==> src/rtl/rs_pkg.sv <==
package rs_pkg;

  // Retention code carried in xm_code[2:0]
  typedef enum logic [2:0] {
    KEEP_ALL     = 3'b000,
    KEEP_HALF    = 3'b001,
    KEEP_QUARTER = 3'b010
  } keep_code_e;

  // Scheduler operating state
  typedef enum logic {
    ST_RUN  = 1'b0,
    ST_SELF = 1'b1
  } sched_state_e;

  localparam int unsigned XM_WIDTH   = 5;
  localparam int unsigned CODE_WIDTH = 3;

endpackage

==> src/rtl/rs_interval_timer.sv <==
module rs_interval_timer #(
  parameter int unsigned INTERVAL = 780
) (
  input  logic clk,
  input  logic rst,
  input  logic run,
  input  logic restart,
  output logic tick
);

  localparam int unsigned CW   = (INTERVAL > 2) ? $clog2(INTERVAL) : 1;
  localparam logic [CW-1:0] LAST = CW'(INTERVAL - 1);

  logic [CW-1:0] count_q;

  assign tick = run && (count_q == LAST);

  always_ff @(posedge clk) begin
    if (rst || restart) begin
      count_q <= '0;
    end else if (run) begin
      if (count_q == LAST) count_q <= '0;
      else                 count_q <= count_q + 1'b1;
    end
  end

endmodule

==> src/rtl/rs_debt_counter.sv <==
module rs_debt_counter #(
  parameter int unsigned MAX_DEBT = 8
) (
  input  logic clk,
  input  logic rst,
  input  logic add,
  input  logic take,
  input  logic load_one,
  output logic owed_next
);

  localparam int unsigned DW = $clog2(MAX_DEBT + 1);
  localparam logic [DW-1:0] CAP = DW'(MAX_DEBT);

  logic [DW-1:0] debt_q;
  logic [DW-1:0] debt_n;
  logic          grow;
  logic          shrink;

  // a tick at the cap still fits when one refresh leaves in the same cycle
  assign grow   = add && ((debt_q != CAP) || take);
  assign shrink = take && (debt_q != '0);

  always_comb begin
    debt_n = debt_q;
    if (load_one) begin
      debt_n = DW'(1);
    end else begin
      unique case ({grow, shrink})
        2'b10:   debt_n = debt_q + 1'b1;
        2'b01:   debt_n = debt_q - 1'b1;
        default: debt_n = debt_q;
      endcase
    end
  end

  assign owed_next = (debt_n != '0);

  always_ff @(posedge clk) begin
    if (rst) debt_q <= '0;
    else     debt_q <= debt_n;
  end

endmodule

==> src/rtl/rs_retention_reg.sv <==
module rs_retention_reg
  import rs_pkg::*;
#(
  parameter int unsigned NUM_BANKS = 4
) (
  input  logic                  clk,
  input  logic                  rst,
  input  logic                  wr_en,
  input  logic [CODE_WIDTH-1:0] wr_code,
  input  logic                  idle,
  output logic [NUM_BANKS-1:0]  mask
);

  localparam int unsigned HALF_N    = NUM_BANKS / 2;
  localparam int unsigned QUARTER_N = NUM_BANKS / 4;

  logic                  held_q;
  logic [CODE_WIDTH-1:0] held_code_q;
  logic [CODE_WIDTH-1:0] pick_code;
  logic                  apply;
  logic [NUM_BANKS-1:0]  mask_n;
  logic [NUM_BANKS-1:0]  mask_q;

  // the newest write wins over one still waiting
  assign pick_code = wr_en ? wr_code : held_code_q;
  assign apply     = (wr_en || held_q) && idle;

  // bank b is retained when its index lies below the retained count;
  // low indices are the banks whose upper bank-address bits are clear
  for (genvar b = 0; b < NUM_BANKS; b++) begin : g_bank
    always_comb begin
      unique case (pick_code)
        KEEP_HALF:    mask_n[b] = (b < HALF_N);
        KEEP_QUARTER: mask_n[b] = (b < QUARTER_N);
        default:      mask_n[b] = 1'b1;
      endcase
    end
  end

  always_ff @(posedge clk) begin
    if (rst) begin
      held_q      <= 1'b0;
      held_code_q <= KEEP_ALL;
      mask_q      <= '1;
    end else begin
      if (apply) begin
        mask_q <= mask_n;
        held_q <= 1'b0;
      end else if (wr_en) begin
        held_q      <= 1'b1;
        held_code_q <= wr_code;
      end
    end
  end

  assign mask = mask_q;

endmodule

==> src/rtl/refresh_sched.sv <==
module refresh_sched
  import rs_pkg::*;
#(
  parameter int unsigned INTERVAL  = 780,
  parameter int unsigned MAX_DEBT  = 8,
  parameter int unsigned NUM_BANKS = 4
) (
  input  logic                 clk,
  input  logic                 rst,
  input  logic                 ref_grant,
  input  logic                 sr_req,
  input  logic                 wake_req,
  input  logic                 banks_idle,
  input  logic                 xm_wr,
  input  logic [4:0]           xm_code,
  output logic                 ref_req,
  output logic                 cke,
  output logic [NUM_BANKS-1:0] keep_mask
);

  sched_state_e state_q;
  sched_state_e state_n;
  logic         tick;
  logic         take;
  logic         enter;
  logic         leave;
  logic         owed_next;
  logic         ref_req_q;
  logic         cke_q;

  assign take  = ref_grant && ref_req_q;
  assign enter = (state_q == ST_RUN) && sr_req && !ref_req_q && !tick;
  assign leave = (state_q == ST_SELF) && wake_req;

  always_comb begin
    state_n = state_q;
    if (enter)      state_n = ST_SELF;
    else if (leave) state_n = ST_RUN;
  end

  rs_interval_timer #(
    .INTERVAL (INTERVAL)
  ) u_timer (
    .clk     (clk),
    .rst     (rst),
    .run     (state_q == ST_RUN),
    .restart (leave),
    .tick    (tick)
  );

  rs_debt_counter #(
    .MAX_DEBT (MAX_DEBT)
  ) u_debt (
    .clk       (clk),
    .rst       (rst),
    .add       (tick),
    .take      (take),
    .load_one  (leave),
    .owed_next (owed_next)
  );

  rs_retention_reg #(
    .NUM_BANKS (NUM_BANKS)
  ) u_keep (
    .clk     (clk),
    .rst     (rst),
    .wr_en   (xm_wr),
    .wr_code (xm_code[CODE_WIDTH-1:0]),
    .idle    (banks_idle),
    .mask    (keep_mask)
  );

  always_ff @(posedge clk) begin
    if (rst) begin
      state_q   <= ST_RUN;
      ref_req_q <= 1'b0;
      cke_q     <= 1'b1;
    end else begin
      state_q   <= state_n;
      ref_req_q <= owed_next && (state_n == ST_RUN);
      cke_q     <= (state_n == ST_RUN);
    end
  end

  assign ref_req = ref_req_q;
  assign cke     = cke_q;

endmodule

==> config.mk <==
export PLATFORM = sky130hd
export DESIGN_NAME = refresh_sched
export DESIGN_NICKNAME = d
export VERILOG_FILES = /design/src/rtl/rs_pkg.sv /design/src/rtl/rs_interval_timer.sv /design/src/rtl/rs_debt_counter.sv /design/src/rtl/rs_retention_reg.sv /design/src/rtl/refresh_sched.sv
export SDC_FILE = /design/constraint.sdc
export NUM_CORES = 1
export LEC_CHECK = 0
export BUFFER_PORTS_ARGS = -buffer_cell sky130_fd_sc_hd__buf_2
export CAP_MARGIN = 0
export CORE_MARGIN = 2
export CORE_UTILIZATION = 50
export CTS_CLUSTER_DIAMETER = 120
export DETAILED_ROUTE_END_ITERATION = 7
export PLACE_DENSITY = 0.71
export SETUP_SLACK_MARGIN = 0.1
export SYNTH_ARGS = -nofsm -noshare
export SYNTH_HDL_FRONTEND = slang
export SYNTH_HIERARCHICAL = 1
export SYNTH_SLANG_ARGS = --single-unit
export TNS_END_PERCENT = 30
==> constraint.sdc <==
create_clock -name clk -period 8.9 [get_ports clk]
set_clock_uncertainty 0.1 [all_clocks]
set_input_delay 1.78 -clock clk [delete_from_list [all_inputs] [get_ports clk]]
set_output_delay 1.78 -clock clk [all_outputs]
set_load 0.03 [all_outputs]
After elaboration in Yosys (flattened, before gate mapping) --
Cells that the tools add are included.
Cells by class: order comparisons 0, equal/unequal tests 6, bitwise logic cells 2, shift operators 0, add/sub/neg operators 3, multiplexer cells 8, div/mod/pow operators 0, reductions and logical operators 19, multiply operators 0
Operator list (count):
- $add A10 B1 Y10 const B | 1
- $eq A10 B10 Y1 const B | 1
- $logic_and A1 B1 Y1 | 10
- $mux W10 | 1
- $pmux W4 S2 | 1
- $reduce_bool A4 Y1 | 2
- $add A4 B1 Y4 const B | 1
- $mux W1 | 4
- $mux W4 | 1
- $ne A4 B4 Y1 const B | 1
- $reduce_or A2 Y1 | 2
- $sub A4 B1 Y4 const B | 1
- $eq A3 B1 Y1 const B | 1
- $eq A3 B2 Y1 const B | 1
- $logic_or A1 B1 Y1 | 3
- $mux W3 | 1
- $eq A2 B1 Y1 const B | 1
- $eq A2 B2 Y1 const B | 1
- $logic_not A1 Y1 | 2
- $not A1 Y1 | 2
Word-level totals: bits in latches 0, bits in registers 23, memory bits (writable) 0, memory bits (read-only) 0, logic and storage cells 46, memories 0

Logic depth before layout (Yosys ltp) --
Gate-level depths: netlist of run 1.
depth in word-level cells 8, gate-level depth with buffers 13, mapped depth without buffers 12

Modules after synthesis --
The synthesis of run 1 kept the hierarchy.
By module, submodules not included:
- rs_interval_timer | cells an instance 56, area each 503.0 um^2, times used 1
- rs_debt_counter | cells an instance 39, area each 335.3 um^2, times used 1
- rs_retention_reg | cells an instance 30, area each 284.0 um^2, times used 1
- refresh_sched | cells an instance 11, area each 140.1 um^2, times used 1

Worst setup path after synthesis of run 1 --
OpenSTA, ideal clock, no wires.
kind input to register, from input ref_grant, to register ref_req_q, in the netlist ref_req, setup slack 5.241 ns, arrival 3.431 ns, buffers on the path 0, stages 11, data required time 8.672 ns, cell sequence and2_1 -> nand3b_1 -> nand2_1 -> ha_1 -> xor2_1 -> ha_1 -> a21oi_1 -> mux2i_1 -> xor2_1 -> nand4_1 -> nor4b_2
Between the ends: cells in the longest elaborated chain, start to end 8
Ends and longest elaborated chain:
- start: declaration | line refresh_sched.sv:10 | input logic ref_grant,
- $logic_and A1 B1 Y1 * | line refresh_sched.sv:31 | assign take = ref_grant && ref_req_q;
- $logic_or A1 B1 Y1 | line rs_debt_counter.sv:21 | assign grow = add && ((debt_q != CAP) || take);
- $logic_and A1 B1 Y1 | line rs_debt_counter.sv:21
- $eq A2 B1 Y1 / $eq A2 B2 Y1 (equally long branches) | line rs_debt_counter.sv:29 | unique case ({grow, shrink})
- $pmux W4 S2 * | line rs_debt_counter.sv:29
- $mux W4 * | line rs_debt_counter.sv:26 | if (load_one) begin
- $reduce_bool A4 Y1 * | line rs_debt_counter.sv:37 | assign owed_next = (debt_n != '0);
- named net owed_next | line refresh_sched.sv:27 | logic owed_next;
- $logic_and A1 B1 Y1 * | line refresh_sched.sv:80 | ref_req_q <= owed_next && (state_n == ST_RUN);
- end signal: assignment | line refresh_sched.sv:80
- end: declaration | line refresh_sched.sv:28 | logic ref_req_q;
Mark *: on every way through the listed nets, which the timed path passes. The rest lies on a longest branch. A chain may end at the register's enable or synchronous reset.

Worst setup path after layout of run 1 --
from input ref_grant, to register ref_req_q, in the netlist ref_req
Between the ends: cells in the longest elaborated chain, start to end 8
Ends and longest elaborated chain:
- $logic_and A1 B1 Y1 * | line refresh_sched.sv:31
- named net take | line refresh_sched.sv:24 | logic take;
- $logic_or A1 B1 Y1 | line rs_debt_counter.sv:21
- $logic_and A1 B1 Y1 | line rs_debt_counter.sv:21
- $eq A2 B1 Y1 / $eq A2 B2 Y1 (equally long branches) | line rs_debt_counter.sv:29
- $pmux W4 S2 * | line rs_debt_counter.sv:29
- $mux W4 * | line rs_debt_counter.sv:26
- $reduce_bool A4 Y1 * | line rs_debt_counter.sv:37
- named net owed_next | line refresh_sched.sv:27
- $logic_and A1 B1 Y1 * | line refresh_sched.sv:80
Marks and branches as above.

==> flow_metrics.tcl, run 1 <==
set metrics [dict create \
    outcome "complete, no violations" \
    ys_seq_area_share_pct 36.5 \
    clkSlewWorstSetupHoldPaths_ns 0.12 \
    yosysWarnings 6 \
    clock_latency_ns 0.30 \
    ios 18 \
    critPathKind "in2reg" \
    hold_viol 0 \
    seqCellArea_sq_um 460 \
    synthFlopType "dfxtp_1" \
    multiInputGateArea_sq_um 753 \
    core_area_sq_um 2430 \
    slowest_stage "ha_1" \
    rrSetupSlack_ns 5.60 \
    syn_area_sq_um 1260 \
    async_reset_ff_share_pct 0 \
    path_cells "buf_2 > and2_1 > nand3b_1 > nand2_1 > ha_1 > xor2_1 > ha_1 > a21oi_1 > mux2i_1 > xor2_1 > nand4_1 > nor4b_2" \
    setup_viol 0 \
    vias 1008 \
    floorplan.rows 18 \
    grt_use_met2_pct 27.7 \
    cts_max_level 1 \
    critPathArrivalTime_ns 3.77 \
    nets 166 \
    cts.hold.buffers_added 0 \
    hpwl_microns 1680 \
    firstDrtPassIters 4 \
    hold_path.class "reg2reg" \
    grt_pass1_vias 870 \
    setup_tns_ns 0 \
    tritoncts.num_buffers 3 \
    synth_edf_count 0 \
    gr-total-overflow 0 \
    antenna_left 0 \
    synth_common_cells "dfxtp_1 (23), nor2_1 (15), a21oi_1 (7)" \
    die_h_microns 54.3 \
    initial_utilization_pct 51.9 \
    startpoint_type "input port" \
    final-max-slew-violation-count 0 \
    hold_end "u_keep/held_code_q[1]$_SDFFE_PP0N_" \
    use_met3_pct 2.46 \
    critical_path_buf_inv_count 1 \
    min_path_cells 2 \
    synth_area_per_cell_sq_um 9.28 \
    cts_buffer_depth 2 \
    dp_slack_ns 4.90 \
    final_cells 179 \
    drt-total-wl_microns 2220 \
    yosysMostFrequentCell "dfxtp_1" \
    fin_crit_ns 3.67 \
    syn_nets 152 \
    post_drt_wl_per_cell_microns 12.4 \
    synthCells 136 \
    crit_path_max_fanout 6 \
    setup_ws_ns 5.23 \
    grt_setup_unrepaired "no" \
    cp-startpoint "ref_grant" \
    fillCellCount 225 \
    cts.sinks 23 \
    dieArea_sq_um 2940 \
    p_per_area_nw_per_um2 134 \
    portBuffers 14 \
    antenna_found_initial 0 \
    path_delay_family "simple AND/OR/NAND/NOR gates" \
    cts_tree "done" \
    grt_pass1_wl_microns 3660 \
    critPathCaptureType "flip-flop" \
    dp_cells 175 \
    grt_usage_pct 16.9 \
    cts_setup_buffers 0 \
    peakVddDrop_uv 79.7 \
    vias_per_cell 5.63 \
    post-route-period-util_pct 41.3 \
    min_from "u_keep/held_code_q[1]$_SDFFE_PP0N_" \
    place_congestion 0.772 \
    die_x_microns 54.3 \
    grt_max_degree 16 \
    max_stage_delay_ns 0.27 \
    timing.rr.end "ref_req$_SDFF_PP0_" \
    synth-seq-cells 23 \
    cts-root-buf "clkbuf_4" \
    drv_cap 0 \
    max_freq_mhz 272 \
    num_antenna_cells 0 \
    drive_gt1_share_pct 18.1 \
    cts.repair.resized 0 \
    areaGrowthSynthToFinish_pct 8.32 \
    synth_area_leader_cell "dfxtp_1" \
    worst_r2r_path_depth 11 \
    worstReg2RegStart "u_timer/count_q[7]$_SDFFE_PP0P_" \
    synth.distinct_cells 47 \
    drt_iter0_drc 26 \
    ys_top_cells_by_area "dfxtp_1 (36%), mux2i_1 (4.8%), nor2_1 (4.5%)" \
    p_leak_uw 0.000543 \
    drc 0 \
    busiest_layer "met2" \
    grt_use_met1_pct 22.4 \
    synth_top_area_share_pct 36.5 \
    required_ns 9.00 \
]
[worst register-to-register path: stages (launching register included)]
cell     delay [ns]
dfxtp_1        0.38
or4_4          0.58
nor3_1         0.40
nand2_1        0.15
ha_1           0.29
xor2_1         0.17
ha_1           0.19
a21oi_1        0.18
mux2i_1        0.24
xor2_1         0.23
nand4_1        0.12
nor4b_2        0.17
[per-layer routing]
metal  up-vias  share of wire [%]  wire length [microns]
met5         -                  0                      0
met4         0               0.86                     19
met3         2                1.7                     38
met2         9                 48                   1060
met1       474                 49                   1100
li1        523                  -                      -
[cell usage in the layout, fill, tap and decap left out, types with 5 or more instances in the layout]
master   count
buf_2       14
nor3_1       5
nor2b_1      6
nor2_1      15
dfxtp_1     23
mux2i_1      6
inv_1        5
a21oi_1      7
xnor2_1      5
[state kept, by name, indices dropped and copies added (netlist names)]
signal,flops
u_keep/mask,2
ref_req,1
u_keep/held_q,1
u_timer/count_q,10
state_q,1
cke,1
u_debt/debt_q,4
u_keep/held_code_q,3
[area by class of cell]
cell class / instances / area share [%]
Tap cell: 30 / 2.74
Clock buffer: 3 / 1.65
Multi-Input combinational cell: 103 / 55.1
Timing Repair Buffer: 14 / 5.12
Sequential cell: 23 / 33.7
Inverter: 5 / 1.37
Clock inverter: 1 / 0.366
[where the power goes]
| group | leakage, uW | internal, uW | switching (uW) | total (uW) |
|---|---|---|---|---|
| Combinational | 0.000338 | 11.2 | 13.9 | 25.1 |
| Sequential | 0.000187 | 107 | 3.62 | 111 |
| Clock | 0.0000177 | 16.7 | 30.0 | 46.8 |
[stage by stage]
| stage | util (%) | hold WS (ns) | power, uW | area [sq um] |
|---|---|---|---|---|
| after floorplan | - | 0.353 | 132 | 1260 |
| after global placement | 55.1 | 0.373 | 137 | 1340 |
| after detailed placement | 55.1 | 0.393 | 138 | 1340 |
| after CTS | 56.2 | 0.415 | 186 | 1370 |
| after global routing | 56.2 | 0.440 | 195 | 1370 |
| final | 56.2 | 0.413 | 183 | 1370 |
[cell families (layout without fill, tap and decap cells)]
kind of cell,Yosys count,in the layout,synth area share (%)
buffers and inverters,10,23,3.86
muxes,7,7,5.65
and+or+nand+nor,55,55,27.2
AOI/OAI and AO/OA,27,27,16.4
DFF,23,23,36.5
adders and majority gates,4,4,3.96
xor gates and xnor gates,9,9,6.24
other,1,1,0.297
[how the worst max path moves through the flow]
stage,to,slack (ns),cells after the start
5_1_grt,ref_req$_SDFF_PP0_,5.08,12
2_1_floorplan,ref_req$_SDFF_PP0_,5.24,11
3_3_place_gp,ref_req$_SDFF_PP0_,4.98,12
3_5_place_dp,ref_req$_SDFF_PP0_,4.90,12
4_1_cts,ref_req$_SDFF_PP0_,5.23,12
6_report,ref_req$_SDFF_PP0_,5.23,12
Power figures use the tool's default switching activity.
==> inputs of run 2 (changes only) <==
ABC_AREA = 1   (was unset)
CORE_ASPECT_RATIO = 2   (was unset)
clock period = 3.8 ns   (was 8.9 ns; I/O delays follow)
==> run 2 against run 1 <==
Net effect:
- combinational power rose to 3.1 times the previous value
- sequential power up 140%
- core utilization up 1.0 points
- sequential cell count unchanged
- design area up 7.6%
- critical endpoint unchanged
- largest cell class unchanged
- highest routed layer unchanged
==> flow_metrics.tcl, run 2 <==
set metrics [dict create \
    outcome "complete, no violations" \
    ys_seq_area_share_pct 34.0 \
    vias_per_cell 5.04 \
    grt_usage_pct 20.2 \
    crit_path_max_fanout 5 \
    initial_utilization_pct 52.7 \
    areaGrowthSynthToFinish_pct 8.69 \
    worstReg2RegStart "u_timer/count_q[0]$_SDFFE_PP0P_" \
    cts.repair.resized 0 \
    synth_area_leader_cell "dfxtp_1" \
    gr-total-overflow 0 \
    required_ns 3.88 \
    syn_area_sq_um 1350 \
    die_h_microns 77.6 \
    nets 235 \
    drt_iter0_drc 30 \
    p_leak_uw 0.000697 \
    yosysWarnings 6 \
    min_from "u_keep/mask[1]$_SDFFE_PP1P_" \
    vias 1241 \
    cts-root-buf "clkbuf_8" \
    peakVddDrop_uv 239 \
    dieArea_sq_um 3170 \
    p_per_area_nw_per_um2 336 \
    path_cells "ha_1 > nand2_1 > nor2_1 > nand3_1 > inv_1 > o21ai_1 > ha_1 > nor2_1 > nor2_4 > ha_1 > nor2_1 > nor2_1 > o21ai_1 > nand2_1 > a21oi_1 > nand2_1 > nand2_1 > nor2_1" \
    synth_edf_count 0 \
    drive_gt1_share_pct 17.4 \
    hold_path.class "reg2reg" \
    num_antenna_cells 0 \
    crit_top_cell "nor2_1" \
    cts_max_level 1 \
    yosysMostFrequentCell "nand2_1" \
    layout_common_cells "nand2_1 (49), inv_1 (31), nor2_1 (25), dfxtp_1 (23), nand3_1 (16)" \
    hold_viol 0 \
    floorplan.rows 26 \
    critPathKind "reg2reg" \
    synthCells 204 \
    grt_setup_unrepaired "no" \
    cts.sinks 23 \
    synthFlopType "dfxtp_1" \
    critPathCaptureType "flip-flop" \
    cts_setup_buffers 0 \
    fillCellCount 263 \
    max_freq_mhz 374 \
    hpwl_microns 2260 \
    critPathArrivalTime_ns 2.75 \
    final-max-slew-violation-count 0 \
    portBuffers 14 \
    core_area_sq_um 2570 \
    async_reset_ff_share_pct 0 \
    slowest_stage "dfxtp_1" \
    tritoncts.num_buffers 3 \
    synth.distinct_cells 26 \
    cts.hold.buffers_added 0 \
    max_stage_delay_ns 0.39 \
    firstDrtPassIters 4 \
    synth_common_cells "nand2_1 (49), inv_1 (31), nor2_1 (25)" \
    cp-startpoint "u_timer/count_q[0]$_SDFFE_PP0P_" \
    drc 0 \
    syn_nets 220 \
    post-route-period-util_pct 70.4 \
    ios 18 \
    antenna_left 0 \
    synth-seq-cells 23 \
    reg.largest.list "u_timer/count_q (10), u_debt/debt_q (4), u_keep/held_code_q (3)" \
    startpoint_type "flip-flop" \
    layout_commonest_cell "nand2_1" \
    ys_top_cells_by_area "dfxtp_1 (34%), nand2_1 (14%), inv_1 (8.6%)" \
    die_x_microns 40.8 \
    place_congestion 0.806 \
    clock_latency_ns 0.27 \
    top_register "u_timer/count_q" \
    post_drt_wl_per_cell_microns 11.2 \
    setup_tns_ns 0 \
    fin_crit_ns 2.68 \
    drv_cap 0 \
    grt_pass1_wl_microns 4570 \
    grt_max_degree 14 \
    setup_viol 0 \
    synth_top_area_share_pct 34.0 \
    synth_area_per_cell_sq_um 6.64 \
    largest_register_ffs 10 \
    hold_ws_ns 0.383 \
    cts_tree "done" \
    cts_buffer_depth 2 \
    antenna_found_initial 0 \
    drt-total-wl_microns 2760 \
    clkSlewWorstSetupHoldPaths_ns 0.08 \
    grt_pass1_vias 1227 \
]
run 2: final cells by class:
cell class	count	area (sq um)	area share (%)
Sequential cell	23	460	31.3
Clock inverter	1	5.00	0.340
Multi-Input combinational cell	142	728	49.5
Clock buffer	3	41.3	2.81
Tap cell	28	35.0	2.38
Timing Repair Buffer	14	70.1	4.76
Inverter	35	131	8.93
run 2: final timing paths:
| path | to | slack, ns | cells past startpoint |
|---|---|---|---|
| setup reg to reg | ref_req$_SDFF_PP0_ | 1.12 | 18 |
| setup / recovery | ref_req$_SDFF_PP0_ | 1.12 | 18 |
| hold reg to reg | u_keep/mask[1]$_SDFFE_PP1P_ | 0.38 | 2 |
| hold / removal | u_keep/mask[1]$_SDFFE_PP1P_ | 0.38 | 2 |
run 2: cells by family (layout without fill, tap and decap cells):
logic type	after synthesis	count (layout)	synth area share, %
fa+ha+maj	4	4	3.70
simple gates	108	108	36.2
mux	1	1	0.739
xor+xnor	5	5	3.24
buf+inv	39	53	12.2
compound gates	23	23	9.61
other cells	1	1	0.277
flops	23	23	34.0
run 2: critical path: cells and delay by family (launching register included):
family / cells / cell delay [ns]
AND/OR/NAND/NOR: 11 / 0.95
adder cells (fa/ha/maj): 3 / 0.74
flip-flops: 1 / 0.39
AO/OA/AOI/OAI: 3 / 0.32
buffers and inverters: 1 / 0.09
run 2: layer usage:
layer	vias up	wire length (microns)	global-route usage, %
met5	-	0	0
met4	0	58	9.00
met3	5	64	1.71
met2	20	1690	39.7
met1	563	948	17.1
li1	653	-	-
run 2: through the flow:
step | cell area, sq um | setup slack, ns | std cells | utilization [%] | power, uW
global route | 1470 | 0.795 | 246 | 57.3 | 522
detailed placement | 1430 | 0.965 | 242 | 55.5 | 348
finish | 1470 | 1.12 | 246 | 57.3 | 495
floorplan | 1350 | 1.28 | 204 | - | 329
CTS | 1470 | 1.10 | 246 | 57.3 | 503
global placement | 1430 | 1.03 | 242 | 55.5 | 345
run 2: report_power, final:
group	internal (uW)	leakage [uW]	switching, uW
combinational	27.8	0.000483	50.0
sequential	254	0.000188	10.5
clock	73.3	0.0000255	79.4
